===== src/rtl/db_bridge_pkg.sv =====
package db_bridge_pkg;
  localparam int unsigned CFG_W     = 8;
  localparam int unsigned EN_BIT    = 1;
  localparam int unsigned SPARE_BIT = 4;

  typedef enum logic [1:0] {
    XFER_OFF  = 2'd0,
    XFER_IDLE = 2'd1,
    XFER_RD   = 2'd2,
    XFER_WR   = 2'd3
  } xfer_e;
endpackage


===== src/rtl/db_bridge_cfg_reg.sv =====
module db_bridge_cfg_reg
  import db_bridge_pkg::*;
(
  input  logic             clk_i,
  input  logic             rst_ni,
  input  logic             we_i,
  input  logic [CFG_W-1:0] wdata_i,
  output logic             en_o,
  output logic             spare_o
);
  always_ff @(posedge clk_i or negedge rst_ni) begin
    if (!rst_ni) begin
      en_o    <= 1'b0;
      spare_o <= 1'b0;
    end else if (we_i) begin
      en_o    <= wdata_i[EN_BIT];
      spare_o <= wdata_i[SPARE_BIT];
    end
  end
endmodule


===== src/rtl/db_bridge_dir_ctrl.sv =====
module db_bridge_dir_ctrl
  import db_bridge_pkg::*;
(
  input  logic  en_i,
  input  logic  cs_ni,
  input  logic  oe_ni,
  input  logic  we_ni,
  output xfer_e xfer_o
);
  always_comb begin
    if (!en_i)                      xfer_o = XFER_OFF;
    else if (cs_ni)                 xfer_o = XFER_IDLE;
    else if (!oe_ni && we_ni)       xfer_o = XFER_RD;
    else if (!we_ni && oe_ni)       xfer_o = XFER_WR;
    else                            xfer_o = XFER_IDLE; // both or neither strobe
  end
endmodule


===== src/rtl/db_bridge_status.sv =====
module db_bridge_status
  import db_bridge_pkg::*;
(
  input  logic             en_i,
  input  logic             spare_lvl_i,
  output logic [CFG_W-1:0] rdata_o
);
  always_comb begin
    rdata_o            = '0;
    rdata_o[EN_BIT]    = en_i;
    rdata_o[SPARE_BIT] = spare_lvl_i;
  end
endmodule


===== src/rtl/db_bridge.sv =====
module db_bridge
  import db_bridge_pkg::*;
#(
  parameter int unsigned DATA_W = 8,
  parameter int unsigned ADDR_W = 6
) (
  input  logic              clk_i,
  input  logic              rst_ni,
  input  logic              cfg_we_i,
  input  logic [CFG_W-1:0]  cfg_wdata_i,
  output logic [CFG_W-1:0]  cfg_rdata_o,
  input  logic              eb_cs_ni,
  input  logic              eb_oe_ni,
  input  logic              eb_we_ni,
  input  logic [ADDR_W-1:0] eb_addr_i,
  input  logic [DATA_W-1:0] eb_data_i,
  output logic [DATA_W-1:0] eb_data_o,
  output logic              eb_data_oe_o,
  output logic              db_ctl_oe_o,
  output logic              db_rd_no,
  output logic              db_wr_no,
  output logic [ADDR_W-1:0] db_addr_o,
  input  logic [DATA_W-1:0] db_data_i,
  output logic [DATA_W-1:0] db_data_o,
  output logic              db_data_oe_o,
  output logic              db_spare_o,
  output logic              db_spare_oe_o,
  input  logic              db_spare_i,
  output logic              power_o
);
  logic  en_q, spare_q;
  xfer_e xfer;
  logic  xfer_act;

  db_bridge_cfg_reg u_cfg (
    .clk_i   (clk_i),
    .rst_ni  (rst_ni),
    .we_i    (cfg_we_i),
    .wdata_i (cfg_wdata_i),
    .en_o    (en_q),
    .spare_o (spare_q)
  );

  db_bridge_dir_ctrl u_dir (
    .en_i   (en_q),
    .cs_ni  (eb_cs_ni),
    .oe_ni  (eb_oe_ni),
    .we_ni  (eb_we_ni),
    .xfer_o (xfer)
  );

  db_bridge_status u_sts (
    .en_i        (en_q),
    .spare_lvl_i (db_spare_i),
    .rdata_o     (cfg_rdata_o)
  );

  assign xfer_act      = (xfer == XFER_RD) || (xfer == XFER_WR);
  assign power_o       = en_q;
  assign db_ctl_oe_o   = (xfer != XFER_OFF);
  assign db_rd_no      = (xfer != XFER_RD);
  assign db_wr_no      = (xfer != XFER_WR);
  assign db_addr_o     = xfer_act ? eb_addr_i : '0;
  assign db_data_o     = eb_data_i;
  assign db_data_oe_o  = (xfer == XFER_WR);
  assign eb_data_o     = db_data_i;
  assign eb_data_oe_o  = (xfer == XFER_RD);
  assign db_spare_o    = spare_q;
  assign db_spare_oe_o = en_q;
endmodule


===== config.mk =====
export PLATFORM = sky130hd
export DESIGN_NAME = db_bridge
export DESIGN_NICKNAME = d
export VERILOG_FILES = /design/src/rtl/db_bridge_pkg.sv /design/src/rtl/db_bridge_cfg_reg.sv /design/src/rtl/db_bridge_dir_ctrl.sv /design/src/rtl/db_bridge_status.sv /design/src/rtl/db_bridge.sv
export SDC_FILE = /design/constraint.sdc
export NUM_CORES = 1
export LEC_CHECK = 0
export ABC_AREA = 1
export CORE_MARGIN = 5
export CORE_UTILIZATION = 17
export DETAILED_ROUTE_END_ITERATION = 6
export PLACE_DENSITY = 0.81
export SLEW_MARGIN = 20
export SYNTH_ARGS = -nofsm -noshare
export SYNTH_HDL_FRONTEND = slang
export SYNTH_SLANG_ARGS = --single-unit

===== constraint.sdc =====
create_clock -name clk_i -period 1.2 [get_ports clk_i]
set_clock_uncertainty 0.2 [all_clocks]
set_input_delay 0.24 -clock clk_i [delete_from_list [all_inputs] [get_ports clk_i]]
set_output_delay 0.24 -clock clk_i [all_outputs]
set_load 0.02 [all_outputs]

### Yosys cells after proc, flatten, opt, wreduce, memory -nomap -nowiden

Cells that the tools add are included.

* add/subtract/negate cells: 0
* multiply operators: 0
* div/mod/pow operators: 0
* magnitude comparators: 0
* equal/unequal tests: 4
* shifts and indexed selects: 0
* multiplexer cells: 5
* bitwise gates (word level): 0
* reductions and logical operators: 6

Operators with widths (count)
* $mux 2: 4
* $mux 6: 1
* $eq 2x2->1 const B: 2
* $ne 2x2->1 const B: 2
* $logic_and 1x1->1: 2
* $logic_not 1->1: 2
* $reduce_bool 2->1: 1
* $logic_or 1x1->1: 1

* bits in registers: 2
* latch bits: 0
* bits in writable memories: 0
* ROM bits: 0
* bits of input ports: 37
* output and inout bits: 38
* memories: 0

### Logic depth before layout (Yosys ltp)

* depth after elaboration: 9
* depth in mapped cells: 5

### Modules after synthesis

A second synthesis with hierarchy kept.

* cells, all modules: 62
* area total of the unflattened synthesis: 396.6 sq um

Modules (own cells, without submodules)
* db_bridge: instances 1, cells an instance 37, area an instance 220.2 sq um, sequential area each 0.0 sq um
* db_bridge_cfg_reg: instances 1, cells an instance 9, area an instance 76.3 sq um, sequential area each 50.0 sq um
* db_bridge_status: instances 1, cells an instance 9, area an instance 63.8 sq um, sequential area each 0.0 sq um
* db_bridge_dir_ctrl: instances 1, cells an instance 7, area an instance 36.3 sq um, sequential area each 0.0 sq um

### Worst setup path after synthesis

Ideal clock, no wire load.

* kind: input -> output
* start point: input eb_oe_ni
* end point: output db_addr_o[0]
* arrival: 1.131 ns
* path slack: -0.371 ns
* stages: 5
* buffers on the path: 0
* cells stage by stage: inv_1 > ha_1 > nor2_2 > nand2_2 > nor2_1

* cells in the longest elaborated chain, start to end: 8

Ends and longest elaborated chain
* start: declaration: line db_bridge.sv:13 `input logic eb_oe_ni,`
* $logic_and 1x1->1 / $logic_not 1->1 (equally long branches): line db_bridge_dir_ctrl.sv:14, db_bridge_dir_ctrl.sv:13
* $mux 2 / $logic_and 1x1->1 (equally long branches): line db_bridge_dir_ctrl.sv:14, db_bridge_dir_ctrl.sv:13
* $mux 2 *: line db_bridge_dir_ctrl.sv:13 `else if (!oe_ni && we_ni) xfer_o = XFER_RD;`
* $mux 2 *: line db_bridge_dir_ctrl.sv:12 `else if (cs_ni) xfer_o = XFER_IDLE;`
* $mux 2 *: line db_bridge_dir_ctrl.sv:11 `if (!en_i) xfer_o = XFER_OFF;`
* $eq 2x2->1: line db_bridge.sv:58 `assign xfer_act = (xfer == XFER_RD) || (xfer == XFER_WR);`
* $logic_or 1x1->1 *: line db_bridge.sv:58
* $mux 6 *: line db_bridge.sv:63 `assign db_addr_o = xfer_act ? eb_addr_i : '0;`
* end: declaration: line db_bridge.sv:22 `output logic [ADDR_W-1:0] db_addr_o,`

Every way passes the cells marked *; elsewhere a longest branch is shown, timed or not.

### Worst setup path after layout

* start point: input eb_we_ni
* end point: output db_addr_o[1]

* cells in the longest elaborated chain, start to end: 9

Ends and longest elaborated chain
* start: declaration: line db_bridge.sv:14 `input logic eb_we_ni,`
* $logic_not 1->1: line db_bridge_dir_ctrl.sv:14 `else if (!we_ni && oe_ni) xfer_o = XFER_WR;`
* $logic_and 1x1->1: line db_bridge_dir_ctrl.sv:14
* $mux 2: line db_bridge_dir_ctrl.sv:14
* $mux 2 *: line db_bridge_dir_ctrl.sv:13
* $mux 2 *: line db_bridge_dir_ctrl.sv:12
* $mux 2 *: line db_bridge_dir_ctrl.sv:11
* $eq 2x2->1: line db_bridge.sv:58
* $logic_or 1x1->1 *: line db_bridge.sv:58
* $mux 6 *: line db_bridge.sv:63

Marks and branches as above.

==> results.sh <==
export IMPL_status="finished with violations"
export IMPL_violations="negative setup slack"
export IMPL_power_leakage_nw=0.316
export IMPL_cp_data_required_time_ps=760
export IMPL_grt_usage=0.0744
export IMPL_crit_path_end_kind="primary output"
export IMPL_critical_path_buf_inv_count=2
export IMPL_p_int_mw=0.318
export IMPL_setup_viol_count_final=14
export IMPL_gp_congestion=0.876
export IMPL_min_path_cells=0
export IMPL_clkLatencyLatePin_ps=230
export IMPL_grt_max_degree=9
export IMPL_rrSetupSlack_ps=190
export IMPL_layout_common_cells="15 x buf_6, 10 x nor2_4, 10 x clkdlybuf4s50_1, 9 x inv_1, 6 x conb_1"
export IMPL_num_vias=369
export IMPL_final_common_cell="buf_6"
export IMPL_drive_gt1_frac=0.514
export IMPL_start_util=0.174
export IMPL_cts_root_buf="clkbuf_4"
export IMPL_hold_path_class="primary input to primary output"
export IMPL_power_density_mw_per_mm2=721
export IMPL_cp_cell_sequence="buf_6, ha_4, nor2_4, nand2_8, nor2_4, buf_6"
export IMPL_cts_sinks=2
export IMPL_ir_drop_mv=0.545
export IMPL_hold_violations=0
export IMPL_place_inst=96
export IMPL_layout_area_seq_um2=51.3
export IMPL_crit_family="simple AND/OR/NAND/NOR gates"
export IMPL_die_y_um=56.8
export IMPL_numCtsBuffers=3
export IMPL_grt_pass1_vias=385
export IMPL_crit_slowest_cell="ha_4"
export IMPL_fin_crit_sh=1.28
export IMPL_n_antenna_cell=0
export IMPL_drcViolationCount=0
export IMPL_die_area_mm2=0.00323
export IMPL_post_drt_via_cell_ratio=3.62
export IMPL_p_total_mw=0.500
export IMPL_start_kind="primary input"
export IMPL_multiInputGateArea_um2=218
export IMPL_synth_distinct_cells=11
export IMPL_worstPathMaxFanout=8
export IMPL_max_freq_ghz=0.651
export IMPL_arrival_ps=1100
export IMPL_grt_pass1_wl_mm=1.70
export IMPL_finalCriticalPeriod_ps=1540
export IMPL_row_count=17
export IMPL_io_pins=75
export IMPL_cts_buffer_depth=2
export IMPL_sw_frac_of_total=0.364
export IMPL_synth_seq_area_share=0.134
export IMPL_holdPathEnd="cfg_rdata_o[4]"
export IMPL_drv_cap=0
export IMPL_wire_per_inst_um=11.4
export IMPL_finalWirelength_mm=1.16
export IMPL_dr_pass1_iters=1
export IMPL_ant_nets=0
export IMPL_die_x_um=56.8
export IMPL_cp_slowest_stage_delay_ps=240
export IMPL_tritoncts="done"
export IMPL_seqPwrFrac=0.170
export IMPL_hpwl_um=955
export IMPL_syn_to_final_growth_pct=85.9
export IMPL_ys_ff_latch=2
export IMPL_worstSetupPathType="primary input to primary output"
export IMPL_antenna_found_initial=0
export IMPL_setup_slack_ps=-335
export IMPL_htreeDepth=1
export IMPL_r2r_start="u_cfg.en_o"
export IMPL_drtIter0Drc=0
export IMPL_min_delay_start="db_spare_i"
export IMPL_ys_warn_count=0
export IMPL_syn_inst=58
export IMPL_p_clk_frac=0.335
export IMPL_r2r_end="u_cfg.en_o"
export IMPL_layout_nets=113
export IMPL_slew_viol_final=0
export IMPL_core_area_mm2=0.00215
export IMPL_io_buffers=28
export IMPL_holdWs_ps=280
export IMPL_switching_power_mw=0.182
export IMPL_combPwrFrac=0.495
export IMPL_gr_total_overflow=0
export IMPL_startpoint="eb_we_ni"
export IMPL_fillCellCount=218
export IMPL_syn_mean_instance_area_um2=6.43
export IMPL_rsz0062_at_grt="yes"
export IMPL_final_cells=102
export IMPL_syn_area_um2=373
export IMPL_r2r_cells=2
[worst register-to-register path, delay by kind of cell, from the launching register on]
kind	cells	cell delay, ps
buf+inv	1	130
compound gates	1	90
flops	1	460
[sequential cells by signal (all words and copies together) (netlist names)]
signal / cells
u_cfg.en_o: 1
u_cfg.spare_o: 1
[cell type report]
class,instances,area share
Inverter,10,0.0578
Clock buffer,4,0.0379
Sequential cell,2,0.0740
Tap cell,28,0.0505
Timing Repair Buffer,32,0.466
Multi-Input combinational cell,26,0.314
[synthesized netlist by cell type]
master | instances | area [um2]
nor2_2 | 1 | 6.26
buf_4 | 25 | 188
o21ai_0 | 2 | 10.0
nor2_1 | 10 | 37.5
inv_1 | 10 | 37.5
dfrtp_1 | 2 | 50.1
nand2_2 | 1 | 6.26
conb_1 | 1 | 3.75
ha_1 | 1 | 12.5
nand3_1 | 2 | 10.0
nand2_1 | 3 | 11.3
[worst max-delay path by stage]
stage	slack, ps	depth (start not counted)	to
floorplan	-170	4	db_addr_o[0]
global placement	-1220	7	eb_data_oe_o
detailed placement	-1260	7	db_addr_o[0]
CTS	-390	7	db_addr_o[1]
global route	-380	7	db_addr_o[1]
finish	-340	6	db_addr_o[1]
[cells by family (layout without fill, tap and decap cells)]
| logic type | after synthesis | after routing | synth area share |
|---|---|---|---|
| compound gates | 2 | 2 | 0.0268 |
| buf+inv | 35 | 46 | 0.604 |
| fa+ha+maj | 1 | 1 | 0.0336 |
| simple gates | 17 | 17 | 0.191 |
| other cells | 1 | 6 | 0.0101 |
| flops | 2 | 2 | 0.134 |
[per-stage QoR]
| step | worst slack, ps | cell area, um2 | TNS, ps | util |
|---|---|---|---|---|
| 2_1_floorplan | -166 | 497 | -1300 | - |
| 3_3_place_gp | -1220 | 639 | -14440 | 0.298 |
| 3_5_place_dp | -1260 | 639 | -14800 | 0.298 |
| 4_1_cts | -392 | 663 | -4720 | 0.309 |
| 5_1_grt | -381 | 693 | -4890 | 0.323 |
| 6_report | -335 | 693 | -4220 | 0.323 |
[per-layer routing]
| layer | global-route usage | part of all wire | vias to the layer above | wire length, um |
|---|---|---|---|---|
| met5 | 0 | 0 | - | 0 |
| met3 | 0.0529 | 0.21 | 2 | 249 |
| li1 | - | - | 169 | - |
| met4 | 0.0728 | 0.0052 | 0 | 6 |
| met1 | 0.0596 | 0.29 | 161 | 333 |
| met2 | 0.116 | 0.49 | 37 | 573 |
[power by group through the flow]
stage	registers (mW)	clock network (mW)	logic (mW)
after global routing	0.0866	0.196	0.262
after floorplan	0.0927	0	0.218
final	0.0851	0.168	0.247
after CTS	0.0853	0.180	0.239
after detailed placement	0.0854	0	0.239
after global placement	0.0844	0	0.234
[what timing repair did]
action / in CTS / in global routing
gates cloned: 0 / 0
endpoints found under the hold margin: 2 / 0
hold buffers: 1 / 0
pin swaps: 7 / 4
endpoints found under the setup margin: 15 / 15
setup buffers: 0 / 1
resized for setup: 92 / 6
No activity file was read; power rests on OpenSTA's default activity.
